`src/rtl/vagu_pkg.sv`:
```
package vagu_pkg;
  typedef enum logic [1:0] {
    AM_UNIT   = 2'b00,
    AM_STRIDE = 2'b01,
    AM_INDEX  = 2'b10,
    AM_SEQ    = 2'b11
  } amode_t;
endpackage

```
`src/rtl/vagu_ctl.sv`:
```
// Element counter, length limit, handshake and completion pulse.
module vagu_ctl #(
  parameter int MAXVL = 64,
  parameter int LENW  = 8,
  localparam int EW   = $clog2(MAXVL),
  localparam int CW   = $clog2(MAXVL + 1)
) (
  input  logic          clk,
  input  logic          rst,
  input  logic          start,
  input  logic [LENW-1:0] vlen,
  input  logic          out_ready,
  output logic          load,
  output logic          adv,
  output logic          last,
  output logic          out_valid,
  output logic [EW-1:0] out_elem,
  output logic [EW-1:0] idx_sel,
  output logic          done
);
  logic [CW-1:0] len_c;
  logic [CW-1:0] len_q;
  logic          accept;
  logic          fire;

  // Limit the requested count to the register length.
  generate
    if (LENW > CW) begin : g_wide
      always_comb len_c = (vlen > LENW'(MAXVL)) ? CW'(MAXVL) : vlen[CW-1:0];
    end else begin : g_narrow
      always_comb len_c = (CW'(vlen) > CW'(MAXVL)) ? CW'(MAXVL) : CW'(vlen);
    end
  endgenerate

  assign accept  = start && !out_valid;
  assign load    = accept && (len_c != '0);
  assign fire    = out_valid && out_ready;
  assign last    = ({1'b0, out_elem} == (len_q - CW'(1)));
  assign adv     = fire && !last;
  assign idx_sel = out_valid ? (out_elem + EW'(1)) : '0;

  always_ff @(posedge clk) begin
    if (rst) begin
      out_valid <= 1'b0;
      out_elem  <= '0;
      len_q     <= '0;
      done      <= 1'b0;
    end else begin
      done <= 1'b0;
      if (accept) begin
        len_q <= len_c;
        if (len_c == '0) begin
          done <= 1'b1;
        end else begin
          out_valid <= 1'b1;
          out_elem  <= '0;
        end
      end else if (fire) begin
        if (last) begin
          out_valid <= 1'b0;
          done      <= 1'b1;
        end else begin
          out_elem <= out_elem + EW'(1);
        end
      end
    end
  end

  AST_DONE_PULSE: assert property (@(posedge clk) disable iff (rst)
    done |=> !done);
  AST_DONE_AFTER_LAST: assert property (@(posedge clk) disable iff (rst)
    (out_valid && out_ready && last) |=> (done && !out_valid));
  AST_ZERO_LEN: assert property (@(posedge clk) disable iff (rst)
    (start && !out_valid && vlen == '0) |=> (done && !out_valid));
  AST_ELEM_BOUND: assert property (@(posedge clk) disable iff (rst)
    out_valid |-> ({1'b0, out_elem} < len_q));
  AST_BUSY_START: assert property (@(posedge clk) disable iff (rst)
    (start && out_valid) |=> $stable(len_q));
endmodule

```
`src/rtl/vagu_dp.sv`:
```
// Address datapath: running step accumulator and per-mode address select.
module vagu_dp
  import vagu_pkg::*;
#(
  parameter int AW     = 32,
  parameter int EBYTES = 8
) (
  input  logic          clk,
  input  logic          rst,
  input  logic          load,
  input  logic          adv,
  input  amode_t        mode,
  input  logic [AW-1:0] base,
  input  logic [AW-1:0] stride,
  input  logic [AW-1:0] idx_data,
  output logic [AW-1:0] out_addr
);
  amode_t        mode_q;
  logic [AW-1:0] base_q;
  logic [AW-1:0] step_q;
  logic [AW-1:0] acc;
  logic [AW-1:0] acc_n;
  amode_t        cur_mode;
  logic [AW-1:0] cur_base;
  logic [AW-1:0] lin_addr;
  logic [AW-1:0] nxt_addr;

  always_comb begin
    acc_n    = load ? '0 : (acc + step_q);
    cur_mode = load ? mode : mode_q;
    cur_base = load ? base : base_q;
    lin_addr = ((cur_mode == AM_SEQ) ? '0 : cur_base) + acc_n;
    nxt_addr = (cur_mode == AM_INDEX) ? (cur_base + idx_data) : lin_addr;
  end

  always_ff @(posedge clk) begin
    if (rst) begin
      mode_q   <= AM_UNIT;
      base_q   <= '0;
      step_q   <= '0;
      acc      <= '0;
      out_addr <= '0;
    end else if (load) begin
      mode_q   <= mode;
      base_q   <= base;
      step_q   <= (mode == AM_UNIT) ? AW'(EBYTES) : stride;
      acc      <= acc_n;
      out_addr <= nxt_addr;
    end else if (adv) begin
      acc      <= acc_n;
      out_addr <= nxt_addr;
    end
  end

  AST_ACC_FROZEN: assert property (@(posedge clk) disable iff (rst)
    (!load && !adv) |=> ($stable(acc) && $stable(out_addr)));
endmodule

```
`src/rtl/vec_agu.sv`:
```
module vec_agu
  import vagu_pkg::*;
#(
  parameter int AW     = 32,
  parameter int MAXVL  = 64,
  parameter int LENW   = 8,
  parameter int EBYTES = 8,
  localparam int EW    = $clog2(MAXVL)
) (
  input  logic            clk,
  input  logic            rst,
  input  logic            start,
  input  logic [1:0]      mode,
  input  logic [AW-1:0]   base,
  input  logic [AW-1:0]   stride,
  input  logic [LENW-1:0] vlen,
  output logic [EW-1:0]   idx_rd_addr,
  input  logic [AW-1:0]   idx_rd_data,
  output logic            out_valid,
  input  logic            out_ready,
  output logic [AW-1:0]   out_addr,
  output logic [EW-1:0]   out_elem,
  output logic            done
);
  logic load;
  logic adv;
  logic last;
  logic unit_run;

  vagu_ctl #(.MAXVL(MAXVL), .LENW(LENW)) u_ctl (
    .clk       (clk),
    .rst       (rst),
    .start     (start),
    .vlen      (vlen),
    .out_ready (out_ready),
    .load      (load),
    .adv       (adv),
    .last      (last),
    .out_valid (out_valid),
    .out_elem  (out_elem),
    .idx_sel   (idx_rd_addr),
    .done      (done)
  );

  vagu_dp #(.AW(AW), .EBYTES(EBYTES)) u_dp (
    .clk      (clk),
    .rst      (rst),
    .load     (load),
    .adv      (adv),
    .mode     (amode_t'(mode)),
    .base     (base),
    .stride   (stride),
    .idx_data (idx_rd_data),
    .out_addr (out_addr)
  );

  always_ff @(posedge clk) begin
    if (rst)       unit_run <= 1'b0;
    else if (load) unit_run <= (mode == AM_UNIT);
  end

  AST_STALL_HOLD: assert property (@(posedge clk) disable iff (rst)
    (out_valid && !out_ready) |=> (out_valid && $stable(out_addr) && $stable(out_elem)));
  AST_ELEM_STEP: assert property (@(posedge clk) disable iff (rst)
    (out_valid && out_ready && !last) |=> (out_valid && out_elem == $past(out_elem) + EW'(1)));
  AST_UNIT_STEP: assert property (@(posedge clk) disable iff (rst)
    (out_valid && out_ready && !last && unit_run) |=> (out_addr == $past(out_addr) + AW'(EBYTES)));
  AST_FIRST_VALID: assert property (@(posedge clk) disable iff (rst)
    (start && !out_valid && vlen != '0) |=> (out_valid && out_elem == '0));
endmodule

```
`config.mk`:
```
export PLATFORM = sky130hd
export DESIGN_NAME = vec_agu
export DESIGN_NICKNAME = d
export VERILOG_FILES = /design/src/rtl/vagu_pkg.sv /design/src/rtl/vagu_ctl.sv /design/src/rtl/vagu_dp.sv /design/src/rtl/vec_agu.sv
export SDC_FILE = /design/constraint.sdc
export NUM_CORES = 1
export LEC_CHECK = 0
export BUFFER_PORTS_ARGS = -buffer_cell sky130_fd_sc_hd__buf_4
export CORE_MARGIN = 3
export CORE_UTILIZATION = 53
export DETAILED_ROUTE_END_ITERATION = 10
export PLACE_DENSITY_LB_ADDON = 0.1
export SYNTH_ARGS = -nofsm -noshare
export SYNTH_HDL_FRONTEND = slang
export SYNTH_SLANG_ARGS = --single-unit
```
`constraint.sdc`:
```
create_clock -name clk -period 4.86 [get_ports clk]
set_clock_uncertainty 0.05 [all_clocks]
set_input_delay 0.486 -clock clk [delete_from_list [all_inputs] [get_ports clk]]
set_output_delay 0.486 -clock clk [all_outputs]
set_load 0.01 [all_outputs]
```
==> results_dict.tcl, run 1 <==
set metrics [dict create \
    die_h_um 149.7 \
    post_synth.cell_area_avg_um2 7.606 \
    clock_latency_ns 0.43 \
    fin_hold_ws_ns 0.2649 \
    fin_nets 1786 \
    crit_required_ns 5.17 \
    min_period_over_period_pct 95.61 \
    p_switching_uw 1200 \
    ys_warn_count 0 \
    min_period_ns 4.647 \
    io_buffers 155 \
    setup_ws_ns 0.2133 \
    cts_tree "yes" \
    max_cap_violations 0 \
    synth_seq_area_share_pct 26.54 \
    grt_pass1_vias 9965 \
    cp_max_fo 4 \
    routed-via-count 10770 \
    ctsRootBufferMaster "clkbuf_16" \
    diodes 0 \
    cts_inserted_buffers 17 \
    wl_per_cell_um 16.92 \
    grt_usage_pct 27.48 \
    worst_pin_slew_ns 0.9406 \
    seqPwrFrac_pct 35.8 \
    drt-initial-drc-count 623 \
    netSwitchingFraction_pct 32.94 \
    worstPathArrival_ns 4.96 \
    core_area_mm2 0.01985 \
    slew_violations 0 \
    end_kind "register" \
    status "complete, no violations" \
    setup_violations 0 \
    ir_drop_uv 223.8 \
    drt-total-wl_mm 31.39 \
    hold_viol_final 0 \
    async_reset_ff_share_pct 0 \
    p_per_area_mw_per_mm2 277.1 \
    min_path_type "in -> reg" \
    vias_per_cell 5.803 \
    dr.pass1.iters 7 \
    grt_pass1_wl_mm 49.69 \
    pre_cts_slack_ns 0.008443 \
    syn_nets 1646 \
    antenna_found_initial 0 \
    ant_nets 0 \
    drcViolationCount 0 \
    internal_power_uw 2443 \
    clk_pin_slew_ns 0.07 \
    clkSinkCount 145 \
    hpwl_mm 23.56 \
    yosysUniqueCellTypes 83 \
    power_leakage_uw 0.006128 \
    grt_max_degree 68 \
    fin_util_pct 66.23 \
    maxSlewHeadroom_pct 37.06 \
    reg2reg_slack_ns 0.21 \
    syn_to_final_growth_pct 20.18 \
    synth_edf_count 0 \
    fp-row-count 51 \
    htreeDepth 4 \
    ios 156 \
    p_comb_share_pct 29.0 \
    place_congestion 0.9117 \
    synth_ff_type "dfxtp_1" \
    drive_gt1_share_pct 17.30 \
    grt-ovfl-total 0 \
    dieArea_mm2 0.02240 \
    startpoint_type "register" \
    pwr-share-clk_pct 35.1 \
    fp.dieW_um 149.7 \
    ys_seq_elements 145 \
    path_class "reg -> reg" \
    cts.path.max_buffers 2 \
    fmax_ghz 0.2152 \
    start_util_pct 55.11 \
    syn-instance-count 1438 \
    synth_area_mm2 0.01094 \
    fillers 1777 \
]
==> kinds of logic after synthesis <==
group / after synthesis / share of synthesized area [%]
and+or+nand+nor: 534 / 22.31
AOI/OAI and AO/OA: 409 / 24.88
DFF: 145 / 26.54
buffers and inverters: 129 / 4.519
adders and majority gates: 98 / 11.42
xor gates and xnor gates: 82 / 6.567
muxes: 41 / 3.764
==> cell type report <==
| class | count | area, µm² | area share (%) |
|---|---|---|---|
| clock buffers | 19 | 452.9 | 3.446 |
| clock inverters | 12 | 108.9 | 0.8282 |
| inverters | 59 | 221.5 | 1.685 |
| multi-input cells | 1164 | 7655 | 58.24 |
| flip-flops and latches | 145 | 2903 | 22.08 |
| well taps | 265 | 331.6 | 2.523 |
| repair buffers | 191 | 1471 | 11.19 |
==> Yosys cell counts, types with 4 or more instances <==
master | instances | share of area [%]
buf_2 | 7 | 0.32
nor3_1 | 15 | 0.69
a311oi_1 | 15 | 1.2
a21oi_1 | 144 | 6.6
a22oi_1 | 8 | 0.55
o21ai_0 | 63 | 2.9
xnor2_1 | 50 | 4.0
o21a_1 | 20 | 1.4
o211ai_1 | 9 | 0.62
ha_1 | 95 | 11
nand2_1 | 144 | 4.9
o221ai_1 | 4 | 0.32
nor2_1 | 200 | 6.9
xor2_1 | 32 | 2.6
dfxtp_1 | 145 | 27
nand4_1 | 5 | 0.29
o22ai_1 | 4 | 0.23
o21bai_1 | 8 | 0.55
o21ai_1 | 4 | 0.18
clkbuf_1 | 54 | 1.9
a211oi_1 | 22 | 1.5
a21o_1 | 42 | 2.9
nor2b_1 | 14 | 0.80
mux2i_1 | 40 | 3.7
a31oi_1 | 16 | 0.92
buf_1 | 8 | 0.27
or2_2 | 6 | 0.34
nor3b_1 | 4 | 0.27
and3_1 | 13 | 0.74
a211o_1 | 6 | 0.48
o31ai_1 | 4 | 0.27
inv_1 | 59 | 2.0
nand3_1 | 77 | 3.5
nand2b_1 | 13 | 0.74
and2_1 | 20 | 1.1
==> routing by layer <==
layer / wire length [µm] / vias up / track usage (%) / part of all wire [%]
li1: - / 5392 / - / -
met1: 13430 / 5011 / 34.16 / 43
met2: 15520 / 299 / 48.37 / 49
met3: 1422 / 63 / 3.755 / 4.5
met4: 1013 / 0 / 10.34 / 3.2
met5: 0 / - / 0 / 0
==> final timing paths <==
| check | start | end | cells past startpoint |
|---|---|---|---|
| worst max-delay path | u_dp.step_q[0]$_SDFFE_PP0N_ | u_dp.out_addr[29]$_SDFFE_PP0P_ | 24 |
| worst min-delay path | vlen[0] | u_ctl.len_q[0]$_SDFFE_PP0P_ | 3 |
| worst max register to register | u_dp.step_q[0]$_SDFFE_PP0N_ | u_dp.out_addr[29]$_SDFFE_PP0P_ | 24 |
| worst min register to register | u_dp.step_q[9]$_SDFFE_PP0N_ | u_dp.step_q[9]$_SDFFE_PP0N_ | 2 |
==> flip-flops by register name, summed over array words and instances (netlist names) <==
register / cells
u_dp.acc: 32
u_ctl.out_valid: 1
u_dp.base_q: 32
u_ctl.done: 1
u_ctl.len_q: 7
u_dp.step_q: 32
u_ctl.out_elem: 6
u_dp.mode_q: 2
u_dp.out_addr: 32
==> through the flow <==
stage	cell area, µm²	TNS [ns]	total power (µW)	cells
final	13140	0	3643	1855
after global routing	13140	-0.1282	3829	1855
after CTS	13060	0	3657	1853
after detailed placement	12500	0	2374	1822
after global placement	12500	0	2367	1822
after floorplan	10940	0	2024	1438
==> power groups by stage <==
stage          Combinational [µW]  Clock, µW  Sequential, µW
2_1_floorplan                 693          0            1330
3_3_place_gp                 1040          0            1330
3_5_place_dp                 1040          0            1330
4_1_cts                      1050       1300            1300
5_1_grt                      1170       1350            1310
6_report                     1060       1280            1310
==> critical path: stages, from the launching register on <==
cell and delay [ns]:
dfxtp_1 0.34, ha_2 0.18, inv_1 0.05, fa_2 0.36, nor2b_4 0.13, o21bai_2 0.08, a21oi_2 0.16, o2111ai_2 0.17
and3_4 0.22, and2_1 0.19, o21ai_2 0.16, xnor2_1 0.07, nand2_1 0.08, inv_1 0.05, ha_2 0.37, buf_4 0.14
nand4_1 0.16, nor3_2 0.22, o2111ai_1 0.18, and3_1 0.22, o21ai_1 0.19, a311o_1 0.24, xor2_1 0.26, o221ai_1 0.14
a31oi_1 0.16
==> placed cells by master (no fill, tap or decap), types with 7 or more instances in the layout <==
cell type / count
clkbuf_16: 17
a21oi_2: 8
xor2_1: 31
o21ai_1: 7
mux2i_1: 40
nor3_1: 14
o21bai_1: 7
nor2b_1: 13
a211oi_1: 22
nand3_1: 77
ha_1: 93
a21o_1: 42
o21a_1: 20
a21oi_1: 139
a22oi_1: 8
dfxtp_1: 145
and2_1: 20
a31oi_1: 15
nand2_1: 143
buf_4: 188
xnor2_1: 50
inv_1: 59
a311oi_1: 15
o211ai_1: 9
and3_1: 12
nor2_1: 200
o21ai_0: 56
nand2b_1: 12
==> timing repair <==
action                                 CTS  global route
setup endpoints to repair                1             9
gates resized for setup                  1            22
endpoints found under the hold margin    0             0
pin swaps                                0             7
hold buffers                             0             0
setup buffers                            0             2
Power figures use the tool's default switching activity.
==> inputs of run 2 (changes only) <==
Settings changed: RECOVER_POWER set to 25.
==> results_dict.tcl, run 2 (same netlist as run 1, synthesis figures left out) <==
set metrics [dict create \
    power_leakage_uw 0.005958 \
    endpoint "u_dp.out_addr[29]$_SDFFE_PP0P_" \
    ir_drop_uv 226.8 \
    failed_checks "capacitance limit, slew limit" \
    dieArea_mm2 0.02240 \
    worstPathArrival_ns 4.95 \
    grt_usage_pct 27.48 \
    max_stage_delay_ns 0.37 \
    crit_start "u_dp.step_q[0]$_SDFFE_PP0N_" \
    min_path_type "in -> reg" \
    cts_inserted_buffers 17 \
    r2r_end "u_dp.out_addr[29]$_SDFFE_PP0P_" \
    end_kind "register" \
    place_inst 1822 \
    diodes 0 \
    place_congestion 0.9117 \
    ant_nets 0 \
    grt-ovfl-total 0 \
    path_class "reg -> reg" \
    worst_pin_slew_ns 3.144 \
    drive_gt1_share_pct 14.65 \
    reg2reg_slack_ns 0.22 \
    status "finished, violations left" \
    cp_num_buf_inv 3 \
    routed-via-count 10760 \
    hold_viol_final 0 \
    grt_max_degree 68 \
    drt-initial-drc-count 617 \
    antenna_found_initial 0 \
    clk_pin_slew_ns 0.07 \
    fp-row-count 51 \
    r2r_cells 24 \
    hpwl_mm 23.56 \
    critPathTopFamily "compound AO/OA/AOI/OAI gates" \
    drt-total-wl_mm 31.43 \
    fin_nets 1786 \
    setup_ws_ns 0.2206 \
    clkSinkCount 145 \
    wl_per_cell_um 16.94 \
    min_period_over_period_pct 95.46 \
    start_util_pct 55.11 \
    fmax_ghz 0.2155 \
    grt_pass1_vias 9965 \
    worstReg2RegStart "u_dp.step_q[0]$_SDFFE_PP0N_" \
    grt_pass1_wl_mm 49.69 \
    setup_violations 0 \
    path_depth 24 \
    hold_buffers 0 \
    htreeDepth 4 \
    cp_max_fo 4 \
    die_h_um 149.7 \
    drcViolationCount 0 \
    syn_to_final_growth_pct 18.74 \
    place_area_mm2 0.01250 \
    vias_per_cell 5.802 \
    ios 156 \
    dr.pass1.iters 5 \
    max_cap_violations 1 \
    worstPathCellList "ha_2 -> inv_1 -> fa_2 -> nor2b_4 -> o21bai_2 -> a21oi_2 -> o2111ai_2 -> and3_4 -> and2_1 -> o21ai_2 -> xnor2_1 -> nand2_1 -> inv_1 -> ha_2 -> buf_4 -> nand4_1 -> nor3_2 -> o2111ai_1 -> and3_1 -> o21ai_1 -> a311o_1 -> xor2_1 -> o221ai_1 -> a31oi_1" \
    layout_common_cells "nor2_1, buf_4, dfxtp_1" \
    fin_util_pct 65.44 \
    total_power_uw 3622 \
    p_per_area_mw_per_mm2 278.9 \
    ctsRootBufferMaster "clkbuf_16" \
    final_cell_count_no_fill 1855 \
    clock_latency_ns 0.43 \
    core_area_mm2 0.01985 \
    maxSlewHeadroom_pct -109.6 \
    crit_required_ns 5.17 \
    cts_tree "yes" \
    startpoint_type "register" \
    cts.path.max_buffers 2 \
    design_area_mm2 0.01299 \
    min_period_ns 4.639 \
    pre_cts_slack_ns 0.008443 \
    io_buffers 155 \
    slew_violations 68 \
    slowest_stage "ha_2" \
    fp.dieW_um 149.7 \
    final_common_cell "nor2_1" \
]
run 2: changes by cell type in the layout (fill, tap and decap cells not counted):
cell      previous run  this run
clkbuf_1             0        42
buf_4              188       146
run 2: area by class of cell:
class | instances | area, µm²
flip-flops and latches | 145 | 2903
well taps | 265 | 331.6
multi-input cells | 1164 | 7655
clock buffers | 19 | 452.9
clock inverters | 12 | 108.9
fillers | 1823 | 6859
repair buffers | 191 | 1314
inverters | 59 | 221.5
run 2: metal layers:
metal	routed length (µm)	GRT usage [%]	vias to the layer above
li1	-	-	5393
met1	13570	34.16	5025
met2	15470	48.37	277
met3	1344	3.755	67
met4	1038	10.34	0
met5	0	0	-
run 2: power by group:
group	total [µW]	internal (µW)	leakage (µW)	switching, µW
Sequential	1300	1260	0.00119	43.6
Combinational	1030	426	0.00450	606
Clock	1290	730	0.000275	556
run 2: what timing repair did:
item / 4_1_cts / 5_1_grt
endpoints found under the hold margin: 0 / 0
pin swaps: 0 / 7
setup endpoints to repair: 1 / 9
resized for setup: 1 / 22
buffers inserted: 0 / 2
run 2: how the worst min path moves through the flow:
stage | from | cells after the start | endpoint
after detailed placement | u_dp.step_q[9]$_SDFFE_PP0N_ | 2 | u_dp.step_q[9]$_SDFFE_PP0N_
final | vlen[0] | 3 | u_ctl.len_q[0]$_SDFFE_PP0P_
after floorplan | u_dp.step_q[0]$_SDFFE_PP0N_ | 2 | u_dp.step_q[0]$_SDFFE_PP0N_
after global routing | vlen[5] | 3 | u_ctl.len_q[5]$_SDFFE_PP0P_
after CTS | vlen[0] | 3 | u_ctl.len_q[0]$_SDFFE_PP0P_
after global placement | u_dp.step_q[26]$_SDFFE_PP0N_ | 2 | u_dp.step_q[26]$_SDFFE_PP0N_
run 2: worst reg2reg max path, stage by stage (launching register included):
cell       delay, ns
dfxtp_1         0.34
ha_2            0.18
inv_1           0.05
fa_2            0.36
nor2b_4         0.13
o21bai_2        0.08
a21oi_2         0.16
o2111ai_2       0.17
and3_4          0.22
and2_1          0.19
o21ai_2         0.16
xnor2_1         0.07
nand2_1         0.08
inv_1           0.05
ha_2            0.37
buf_4           0.14
nand4_1         0.16
nor3_2          0.22
o2111ai_1       0.17
and3_1          0.22
o21ai_1         0.19
a311o_1         0.24
xor2_1          0.26
o221ai_1        0.15
a31oi_1         0.16
run 2: through the flow:
step	hold WS, ns	TNS, ns
2_1_floorplan	0.3856	0
3_3_place_gp	0.3973	0
3_5_place_dp	0.4016	0
4_1_cts	0.2505	0
5_1_grt	0.2653	-0.1283
6_report	0.2603	0
